===== src/rtl/lrs_pkg.sv =====
package lrs_pkg;

    typedef enum logic [2:0] {
        ST_IDLE,
        ST_CTRL,
        ST_DATA,
        ST_WAIT,
        ST_REQ,
        ST_RECOVER
    } seq_state_e;

    localparam logic [2:0] LT_CLEAR = 3'b001;
    localparam logic [2:0] LT_SET   = 3'b010;

    // Load types other than clear and set move row data.
    function automatic logic type_has_rows(input logic [2:0] lt);
        return !((lt == LT_CLEAR) || (lt == LT_SET));
    endfunction

endpackage


===== src/rtl/lrs_setup_timer.sv =====
module lrs_setup_timer #(
    parameter int SETUP_CYC = 60,
    parameter int TMR_W     = 6
) (
    input  logic             clk,
    input  logic             rst,
    input  logic             load_i,
    input  logic [TMR_W-1:0] load_val_i,
    output logic             elapsed_o
);

    typedef struct packed {
        logic [TMR_W-1:0] cnt;
    } tmr_t;

    tmr_t tmr_d, tmr_q;

    always_comb begin
        tmr_d = tmr_q;
        if (load_i) begin
            tmr_d.cnt = load_val_i;
        end else if (tmr_q.cnt != '0) begin
            tmr_d.cnt = tmr_q.cnt - TMR_W'(1);
        end
    end

    always_ff @(posedge clk) begin
        if (rst) begin
            tmr_q.cnt <= '0;
        end else begin
            tmr_q <= tmr_d;
        end
    end

    // The window has passed when the next edge ends it.
    assign elapsed_o = (tmr_q.cnt <= TMR_W'(1));


    tmr_range_chk: assert property (@(posedge clk) disable iff (rst)
        load_i |=> (tmr_q.cnt <= TMR_W'(SETUP_CYC)));

endmodule


===== src/rtl/lrs_lane.sv =====
module lrs_lane #(
    parameter int ROW_W     = 8,
    parameter int NUM_LANES = 4,
    parameter int LANE_IDX  = 0
) (
    input  logic             clk,
    input  logic             rst,
    input  logic             arm_i,
    input  logic [ROW_W-1:0] rows_i,
    input  logic             run_i,
    input  logic             ready_i,
    output logic             valid_o,
    output logic [ROW_W-1:0] row_o,
    output logic             fin_o
);

    typedef struct packed {
        logic [ROW_W-1:0] total;
        logic [ROW_W-1:0] sent;
    } lane_t;

    lane_t ln_d, ln_q;
    logic  beat;
    logic [ROW_W-1:0] share;

    always_comb begin
        share = ROW_W'(32'(rows_i) / NUM_LANES)
              + ROW_W'((32'(rows_i) % NUM_LANES) > LANE_IDX);
    end

    assign valid_o = run_i && (ln_q.sent != ln_q.total);
    assign beat    = valid_o && ready_i;
    assign row_o   = ROW_W'(32'(ln_q.sent) * NUM_LANES + LANE_IDX);
    assign fin_o   = (ln_q.sent == ln_q.total)
                  || (beat && ((ln_q.sent + ROW_W'(1)) == ln_q.total));

    always_comb begin
        ln_d = ln_q;
        if (arm_i) begin
            ln_d.total = share;
            ln_d.sent  = '0;
        end else if (beat) begin
            ln_d.sent = ln_q.sent + ROW_W'(1);
        end
    end

    always_ff @(posedge clk) begin
        if (rst) begin
            ln_q.total <= '0;
            ln_q.sent  <= '0;
        end else begin
            ln_q <= ln_d;
        end
    end


    lane_hold_chk: assert property (@(posedge clk) disable iff (rst)
        (valid_o && !ready_i) |=> (valid_o && $stable(row_o)));


    lane_no_overrun_chk: assert property (@(posedge clk) disable iff (rst)
        run_i |-> (ln_q.sent <= ln_q.total));

endmodule


===== src/rtl/lrs_seq_fsm.sv =====
module lrs_seq_fsm
    import lrs_pkg::*;
#(
    parameter int ROW_W     = 8,
    parameter int SETUP_CYC = 60,
    parameter int TMR_W     = 6
) (
    input  logic               clk,
    input  logic               rst,
    input  logic               start_valid_i,
    input  logic [2:0]         start_type_i,
    input  logic [ROW_W-1:0]   start_rows_i,
    input  logic               ctl_ready_i,
    input  logic               all_fin_i,
    input  logic               setup_ok_i,
    input  logic               load_busy_n_i,
    output logic               idle_o,
    output logic               ctl_valid_o,
    output logic [ROW_W+2:0]   ctl_word_o,
    output logic               arm_o,
    output logic               run_o,
    output logic               tmr_load_o,
    output logic [TMR_W-1:0]   tmr_val_o,
    output logic               load_req_o
);

    typedef struct packed {
        seq_state_e       state;
        logic [2:0]       ltype;
        logic [ROW_W-1:0] rows;
    } seq_t;

    seq_t sq_d, sq_q;
    logic needs_rows;

    assign needs_rows = type_has_rows(sq_q.ltype) && (sq_q.rows != '0);

    always_comb begin
        sq_d       = sq_q;
        arm_o      = 1'b0;
        tmr_load_o = 1'b0;
        tmr_val_o  = '0;
        case (sq_q.state)
            ST_IDLE: begin
                if (start_valid_i) begin
                    sq_d.state = ST_CTRL;
                    sq_d.ltype = start_type_i;
                    sq_d.rows  = start_rows_i;
                    arm_o      = 1'b1;
                end
            end
            ST_CTRL: begin
                if (ctl_ready_i) begin
                    tmr_load_o = 1'b1;
                    if (needs_rows) begin
                        // first valid is one cycle later: one extra count
                        tmr_val_o  = TMR_W'(SETUP_CYC);
                        sq_d.state = ST_DATA;
                    end else begin
                        tmr_val_o  = TMR_W'(SETUP_CYC - 1);
                        sq_d.state = ST_WAIT;
                    end
                end
            end
            ST_DATA: begin
                if (all_fin_i) begin
                    sq_d.state = setup_ok_i ? ST_REQ : ST_WAIT;
                end
            end
            ST_WAIT: begin
                if (setup_ok_i) begin
                    sq_d.state = ST_REQ;
                end
            end
            ST_REQ: begin
                if (!load_busy_n_i) begin
                    sq_d.state = ST_RECOVER;
                end
            end
            ST_RECOVER: begin
                if (load_busy_n_i) begin
                    sq_d.state = ST_IDLE;
                end
            end
            default: sq_d.state = ST_IDLE;
        endcase
    end

    always_ff @(posedge clk) begin
        if (rst) begin
            sq_q.state <= ST_IDLE;
            sq_q.ltype <= '0;
            sq_q.rows  <= '0;
        end else begin
            sq_q <= sq_d;
        end
    end

    assign idle_o      = (sq_q.state == ST_IDLE);
    assign ctl_valid_o = (sq_q.state == ST_CTRL);
    assign ctl_word_o  = {sq_q.ltype, sq_q.rows};
    assign run_o       = (sq_q.state == ST_DATA);
    assign load_req_o  = (sq_q.state == ST_REQ);


    ctl_hold_chk: assert property (@(posedge clk) disable iff (rst)
        (ctl_valid_o && !ctl_ready_i) |=> (ctl_valid_o && $stable(ctl_word_o)));


    req_hold_chk: assert property (@(posedge clk) disable iff (rst)
        (load_req_o && load_busy_n_i) |=> load_req_o);


    idle_gate_chk: assert property (@(posedge clk) disable iff (rst)
        $rose(idle_o) |-> $past(load_busy_n_i));

endmodule


===== src/rtl/blk_load_seq.sv =====
module blk_load_seq #(
    parameter int CLK_PERIOD_PS = 5000,
    parameter int SETUP_PS      = 300000,
    parameter int NUM_LANES     = 4,
    parameter int ROW_W         = 8
) (
    input  logic                       clk,
    input  logic                       rst,
    input  logic                       start_valid_i,
    input  logic [2:0]                 start_type_i,
    input  logic [ROW_W-1:0]           start_rows_i,
    output logic                       idle_o,
    output logic                       ctl_valid_o,
    input  logic                       ctl_ready_i,
    output logic [ROW_W+2:0]           ctl_word_o,
    output logic [NUM_LANES-1:0]       lane_valid_o,
    input  logic [NUM_LANES-1:0]       lane_ready_i,
    output logic [NUM_LANES*ROW_W-1:0] lane_row_o,
    output logic                       load_req_o,
    input  logic                       load_busy_n_i
);

    localparam int SETUP_RAW = (SETUP_PS + CLK_PERIOD_PS - 1) / CLK_PERIOD_PS;
    localparam int SETUP_CYC = (SETUP_RAW < 2) ? 2 : SETUP_RAW;
    localparam int TMR_W     = $clog2(SETUP_CYC + 1);

    logic             arm, run, tmr_load, setup_ok, all_fin;
    logic [TMR_W-1:0] tmr_val;
    logic [NUM_LANES-1:0] lane_fin;

    assign all_fin = &lane_fin;

    lrs_seq_fsm #(
        .ROW_W     (ROW_W),
        .SETUP_CYC (SETUP_CYC),
        .TMR_W     (TMR_W)
    ) i_fsm (
        .clk           (clk),
        .rst           (rst),
        .start_valid_i (start_valid_i),
        .start_type_i  (start_type_i),
        .start_rows_i  (start_rows_i),
        .ctl_ready_i   (ctl_ready_i),
        .all_fin_i     (all_fin),
        .setup_ok_i    (setup_ok),
        .load_busy_n_i (load_busy_n_i),
        .idle_o        (idle_o),
        .ctl_valid_o   (ctl_valid_o),
        .ctl_word_o    (ctl_word_o),
        .arm_o         (arm),
        .run_o         (run),
        .tmr_load_o    (tmr_load),
        .tmr_val_o     (tmr_val),
        .load_req_o    (load_req_o)
    );

    lrs_setup_timer #(
        .SETUP_CYC (SETUP_CYC),
        .TMR_W     (TMR_W)
    ) i_timer (
        .clk        (clk),
        .rst        (rst),
        .load_i     (tmr_load),
        .load_val_i (tmr_val),
        .elapsed_o  (setup_ok)
    );

    for (genvar l = 0; l < NUM_LANES; l++) begin : g_lane
        lrs_lane #(
            .ROW_W     (ROW_W),
            .NUM_LANES (NUM_LANES),
            .LANE_IDX  (l)
        ) i_lane (
            .clk     (clk),
            .rst     (rst),
            .arm_i   (arm),
            .rows_i  (start_rows_i),
            .run_i   (run),
            .ready_i (lane_ready_i[l]),
            .valid_o (lane_valid_o[l]),
            .row_o   (lane_row_o[l*ROW_W +: ROW_W]),
            .fin_o   (lane_fin[l])
        );
    end


    req_after_setup_chk: assert property (@(posedge clk) disable iff (rst)
        load_req_o |-> setup_ok);


    req_excl_chk: assert property (@(posedge clk) disable iff (rst)
        load_req_o |-> (!ctl_valid_o && (lane_valid_o == '0)));

endmodule


===== config.mk =====
export PLATFORM = sky130hd
export DESIGN_NAME = blk_load_seq
export DESIGN_NICKNAME = d
export VERILOG_FILES = /design/src/rtl/lrs_pkg.sv /design/src/rtl/lrs_setup_timer.sv /design/src/rtl/lrs_lane.sv /design/src/rtl/lrs_seq_fsm.sv /design/src/rtl/blk_load_seq.sv
export SDC_FILE = /design/constraint.sdc
export NUM_CORES = 1
export LEC_CHECK = 0
export BUFFER_PORTS_ARGS = -buffer_cell sky130_fd_sc_hd__buf_2
export CORE_ASPECT_RATIO = 1.2
export CORE_MARGIN = 1
export CORE_UTILIZATION = 41
export DETAILED_ROUTE_END_ITERATION = 7
export SETUP_SLACK_MARGIN = 0.05
export SYNTH_ARGS = -nofsm -noshare
export SYNTH_HDL_FRONTEND = slang
export SYNTH_SLANG_ARGS = --single-unit
export TNS_END_PERCENT = 10

===== constraint.sdc =====
create_clock -name clk -period 2.23 [get_ports clk]
set_input_delay 0.3345 -clock clk [delete_from_list [all_inputs] [get_ports clk]]
set_output_delay 0.3345 -clock clk [all_outputs]
set_load 0.1 [all_outputs]

==> flow_metrics.env, run 1 <==
export IMPL_status="finished, violations left"
export IMPL_violations="setup timing"
export IMPL_combPwrFrac_pct=44.9
export IMPL_clock_sinks=73
export IMPL_synth_flop_cell="dfxtp_1"
export IMPL_postSynthCellCount=577
export IMPL_yosysWarnings=0
export IMPL_finalClockSkew_ns=0.00699
export IMPL_routedWlPerCell_um=14.1
export IMPL_crit_required_ns=2.46
export IMPL_crit_fanout=5
export IMPL_worst_slew_pin_slew_ns=0.497
export IMPL_antenna_found_initial=0
export IMPL_synth_distinct_cells=54
export IMPL_synth_common_cells="dfxtp_1, nand2_1, nor2_1, xor2_1, buf_4"
export IMPL_grt_max_degree=31
export IMPL_yosysTopAreaCell="dfxtp_1"
export IMPL_yosysMostFrequentCell="dfxtp_1"
export IMPL_crit_arrival_ns=2.55
export IMPL_final_net_count=676
export IMPL_fillCellCount=1097
export IMPL_drv_cap=0
export IMPL_routed_wl_um=11000
export IMPL_yosysSeqAreaShare_pct=31.7
export IMPL_hold_violations=0
export IMPL_viasPerCell=5.21
export IMPL_synth_area_leaders="dfxtp_1, xor2_1, buf_4"
export IMPL_finalCritPeriodShare_pct=104
export IMPL_track_usage_pct=19.9
export IMPL_start_util_pct=41.9
export IMPL_die_h_um=118
export IMPL_rsz0062_at_grt="yes"
export IMPL_max_freq_mhz=431
export IMPL_clock_power_share_pct=24.5
export IMPL_clk_latency_ns=0.34
export IMPL_power_switching_mw=2.28
export IMPL_cp_start_kind="register"
export IMPL_root_buffer="clkbuf_16"
export IMPL_n_antenna_cell=0
export IMPL_grt_overflow_total=0
export IMPL_p_leak_nw=2.39
export IMPL_maxSlewViolCount=0
export IMPL_grt_pass1_wl_um=18500
export IMPL_synth_area_um2=4600
export IMPL_async_reset_ff_share_pct=0
export IMPL_cts_htree_levels=3
export IMPL_cts_hold_buf=0
export IMPL_dr_pass1_iters=6
export IMPL_die_w_um=98.7
export IMPL_rows=42
export IMPL_drt_iter0_drc=156
export IMPL_critPathKind="register to register"
export IMPL_cts_path_max_buffers=2
export IMPL_hpwl_um=8340
export IMPL_yosysTopAreaCellShare_pct=31.7
export IMPL_cts_tree="built"
export IMPL_ir_drop_v=0.000595
export IMPL_die_area_um2=11700
export IMPL_power_mw=5.38
export IMPL_seq_power_share_pct=30.6
export IMPL_cts_made_buffers=9
export IMPL_place_inst=763
export IMPL_hold_path_class="input port to register"
export IMPL_stdcell_count=780
export IMPL_synth_edff_count=0
export IMPL_fp_coreArea_um2=11000
export IMPL_ys_seq_elements=73
export IMPL_first_global_vias=4008
export IMPL_finalWorstPathRequiredPeriod_ns=2.32
export IMPL_final_setup_viol_count=3
export IMPL_power_density_nw_per_um2=962
export IMPL_io_pins=70
export IMPL_relSlewSlack_pct=66.5
export IMPL_cts_clk_slew_worst_paths_ns=0.06
export IMPL_p_int_mw=3.11
export IMPL_route_vias_total=4062
export IMPL_drive_above_1_share_pct=27.6
export IMPL_portBuffers=61
export IMPL_whs_ns=0.243
export IMPL_ant_nets=0
export IMPL_reg2reg_slack_ns=-0.09
export IMPL_areaGrowthSynthToFinish_pct=21.5
export IMPL_avgSynthCellArea_um2=7.98
export IMPL_place_gp_congestion=0.900
export IMPL_drc=0
export IMPL_timing_final_ws_setup_ns=-0.0885
export IMPL_cp_end_kind="register"
export IMPL_p_sw_share_pct=42.3
[per-layer routing]
metal / vias up / global-route usage (%) / part of all wire, %
met2: 105 / 33.5 / 49
met5: - / 0 / 0
li1: 2069 / - / -
met4: 0 / 10.4 / 3.1
met3: 26 / 3.03 / 4.6
met1: 1862 / 24.3 / 43
[through the flow]
| stage | worst slack, ns | setup TNS (ns) | area (um^2) | util [%] |
|---|---|---|---|---|
| after floorplan | -0.0670 | -1.62 | 4660 | - |
| after global placement | -0.135 | -0.280 | 5210 | 47.4 |
| after detailed placement | -0.169 | -0.402 | 5210 | 47.4 |
| after CTS | -0.0334 | -0.0506 | 5550 | 50.5 |
| after global routing | -0.249 | -0.699 | 5590 | 50.9 |
| final | -0.0885 | -0.143 | 5590 | 50.9 |
[final timing paths]
check,startpoint,to,depth (start not counted)
min reg2reg,i_fsm.ctl_word_o[1],i_fsm.ctl_word_o[1],2
max reg2reg,g_lane[0].i_lane.ln_q[0],i_fsm.sq_q[12],9
max,g_lane[0].i_lane.ln_q[0],i_fsm.sq_q[12],9
min,start_type_i[1],i_fsm.ctl_word_o[9],3
[cell usage in the layout, fill, tap and decap left out, types with 3 or more instances in the layout]
cell       netlist  routed
conb_1           2       8
nor4_1           6       4
xor2_1          48      46
a22o_1           3       3
o21ai_0         13      13
nor2b_1          4       4
mux2i_1          6       6
clkbuf_16        0       9
or3_1            8       8
dfxtp_2          0       5
buf_2            2      57
xnor2_1         32      32
inv_1            8       8
nor3b_1          5       3
a21oi_1         35      35
nand2b_1         3       3
and4_1           3       3
a211oi_1        17      16
dfxtp_1         73      68
nor2_1          50      49
and2_4           0       3
and2_1          13      10
o31ai_2          0       3
nand3_1         20      20
nor3_1          11       9
nand4_1         16      16
ha_1            12      10
buf_4           47      67
and3_1           4       4
nand2_1         68      66
buf_12           0       5
[worst max-delay path, stage by stage (launching register included)]
cell and delay (ns):
dfxtp_2 0.35, buf_4 0.14, nand2_1 0.09, nor2_2 0.19
xor2_1 0.10, or4_1 0.54, o31ai_2 0.19, buf_4 0.14
nand4_1 0.19, a31o_1 0.27
[state kept, by name, indices dropped and copies added (netlist names)]
name                cells
i_fsm.sq_q              3
g_lane.i_lane.ln_q     57
i_fsm.ctl_word_o        7
i_timer.tmr_q           6
[timing repair]
action,CTS,global route
pin swaps,11,9
setup endpoints to repair,4,9
setup buffers,1,1
gates resized for setup,15,9
[power by group through the flow]
stage	sequential, mW	combinational, mW	clock, mW
finish	1.65	2.42	1.32
floorplan	1.64	1.83	0
global route	1.67	2.63	1.40
global placement	1.66	2.32	0
CTS	1.65	2.41	1.34
detailed placement	1.67	2.35	0
[layout make-up]
type / count / area [um^2] / area share, %
well taps: 132 / 165 / 2.95
flip-flops and latches: 73 / 1470 / 26.2
repair buffers: 129 / 888 / 15.9
multi-input cells: 423 / 2780 / 49.7
clock buffers: 12 / 246 / 4.41
clock inverters: 3 / 17.5 / 0.313
inverters: 8 / 30.0 / 0.537
[cells by family (layout without fill, tap and decap cells)]
logic type | Yosys count | after routing | share of synthesized area [%]
buf+inv | 87 | 152 | 11.1
fa+ha+maj | 12 | 12 | 3.26
mux | 7 | 7 | 1.55
flops | 73 | 73 | 31.7
simple gates | 224 | 224 | 24.1
xor+xnor | 80 | 80 | 15.2
compound gates | 92 | 92 | 12.9
other cells | 2 | 8 | 0.163
(Power assumes the default switching activity.)
==> run 2, diff against run 1 <==
CORE_UTILIZATION = 25   (was 41)
==> run 2 against run 1 <==
The flow still finishes with violations (setup timing). Sequential power hardly changed. Routed wire length is 5.9% higher. Final area is 2.4% higher. Largest power group unchanged.
==> flow_metrics.env, run 2 (synthesis gave the netlist of run 1 again) <==
export IMPL_cp_buffers_inverters=1
export IMPL_fillCellCount=1945
export IMPL_cpMaxStageDelayCell="or4_1"
export IMPL_portBuffers=61
export IMPL_routedWlPerCell_um=13.4
export IMPL_cts_htree_levels=3
export IMPL_final_common_cell="dfxtp_1"
export IMPL_io_pins=70
export IMPL_crit_required_ns=2.46
export IMPL_track_usage_pct=12.9
export IMPL_die_h_um=151
export IMPL_finalCritPeriodShare_pct=102
export IMPL_power_mw=5.46
export IMPL_drc=0
export IMPL_crit_fanout=3
export IMPL_rows=54
export IMPL_relSlewSlack_pct=63.3
export IMPL_power_density_nw_per_um2=955
export IMPL_place_gp_congestion=0.819
export IMPL_hpwl_um=8860
export IMPL_cts_made_buffers=9
export IMPL_viasPerCell=4.61
export IMPL_maxSlewViolCount=0
export IMPL_status="finished, violations left"
export IMPL_largest_register_ffs=57
export IMPL_die_area_um2=19000
export IMPL_post_cts_buffers=0
export IMPL_fp_coreArea_um2=18100
export IMPL_max_freq_mhz=441
export IMPL_ir_drop_v=0.000520
export IMPL_cp_depth=9
export IMPL_crit_chain="ha_4, nand2_1, or2_4, xor2_1, or4_1, o31ai_2, buf_4, nand4_1, a31o_1"
export IMPL_cts_hold_buf=0
export IMPL_drive_above_1_share_pct=27.2
export IMPL_critPathTopFamily="simple AND/OR/NAND/NOR gates"
export IMPL_final_cell_mix="dfxtp_1, nand2_1, buf_4, buf_2, nor2_1"
export IMPL_preCtsSetupSlack_ns=-0.159
export IMPL_areaGrowthSynthToFinish_pct=24.4
export IMPL_critPathKind="register to register"
export IMPL_finalWorstPathRequiredPeriod_ns=2.27
export IMPL_cp_end_kind="register"
export IMPL_die_w_um=126
export IMPL_hold_violations=0
export IMPL_r2r_cells=9
export IMPL_routed_wl_um=11700
export IMPL_p_leak_nw=2.41
export IMPL_clock_sinks=73
export IMPL_worst_slew_pin_slew_ns=0.545
export IMPL_first_global_vias=3921
export IMPL_cts_clk_slew_worst_paths_ns=0.06
export IMPL_grt_max_degree=43
export IMPL_hold_path_depth=3
export IMPL_dr_pass1_iters=4
export IMPL_final_net_count=677
export IMPL_ant_nets=0
export IMPL_final_setup_viol_count=3
export IMPL_start_util_pct=25.4
export IMPL_place_inst=858
export IMPL_root_buffer="clkbuf_16"
export IMPL_drv_cap=0
export IMPL_cts_tree="built"
export IMPL_grt_pass1_wl_um=19400
export IMPL_whs_ns=0.225
export IMPL_max_stage_delay_ns=0.49
export IMPL_rsz0062_at_grt="yes"
export IMPL_violations="setup timing"
export IMPL_crit_arrival_ns=2.50
export IMPL_cp_start_kind="register"
export IMPL_clk_latency_ns=0.34
export IMPL_largest_register="g_lane.i_lane.ln_q"
export IMPL_grt_overflow_total=0
export IMPL_cts_path_max_buffers=2
export IMPL_stdcell_count=874
export IMPL_finalClockSkew_ns=0.00876
export IMPL_antenna_found_initial=0
export IMPL_drt_iter0_drc=197
export IMPL_route_vias_total=4028
export IMPL_n_antenna_cell=0
export IMPL_hold_path_class="input port to register"
export IMPL_timing_final_ws_setup_ns=-0.0376
-- run 2: cell types whose count changed in the layout (fill, tap and decap cells not counted), moves of 2 or more --
cell	previous run	this run
clkbuf_1	2	0
inv_6	0	2
clkinv_2	2	0
xor2_1	46	48
xor2_2	2	0
clkinv_4	0	2
buf_6	0	2
-- run 2: final cells by class --
| cell class | count | area [um^2] | area share [%] |
|---|---|---|---|
| inverter | 8 | 30.0 | 0.525 |
| multi-input combinational | 423 | 2760 | 48.1 |
| sequential | 73 | 1470 | 25.6 |
| clock buffer | 10 | 239 | 4.17 |
| tap | 224 | 280 | 4.90 |
| clock inverter | 6 | 50.0 | 0.874 |
| timing repair buffer | 130 | 903 | 15.8 |
-- run 2: power breakdown --
group	switching, mW	internal, mW
Combinational	1.56	0.845
Sequential	0.160	1.48
Clock	0.618	0.796
Total	2.34	3.12
-- run 2: final timing paths --
check / slack (ns) / from / to
setup / recovery: -0.04 / g_lane[0].i_lane.ln_q[0] / i_fsm.sq_q[12]
hold reg to reg: 0.47 / i_fsm.ctl_word_o[10] / i_fsm.ctl_word_o[10]
hold / removal: 0.22 / start_type_i[2] / i_fsm.ctl_word_o[10]
setup reg to reg: -0.04 / g_lane[0].i_lane.ln_q[0] / i_fsm.sq_q[12]
-- run 2: tightest hold or removal path, stage by stage --
cell	delay, ns
buf_2	0.10
nand2_1	0.04
a21oi_1	0.05
-- run 2: metal layers --
metal | wire length (um) | track usage (%) | vias up
li1 | - | - | 2077
met1 | 5520 | 16.2 | 1869
met2 | 5630 | 22.3 | 70
met3 | 352 | 2.24 | 12
met4 | 168 | 4.58 | 0
met5 | 0 | 0 | -
-- run 2: what timing repair did --
action | 4_1_cts | 5_1_grt
gates resized for setup | 12 | 9
endpoints found under the setup margin | 6 | 9
hold endpoints to repair | 0 | 0
pin swaps | 10 | 6
-- run 2: stage by stage --
step	utilization (%)	setup TNS (ns)	instance area [um^2]
2_1_floorplan	-	-1.62	4660
4_1_cts	31.4	-0.0486	5690
3_3_place_gp	29.5	-0.266	5350
6_report	31.6	-0.0726	5720
5_1_grt	31.6	-0.446	5720
3_5_place_dp	29.5	-0.393	5350
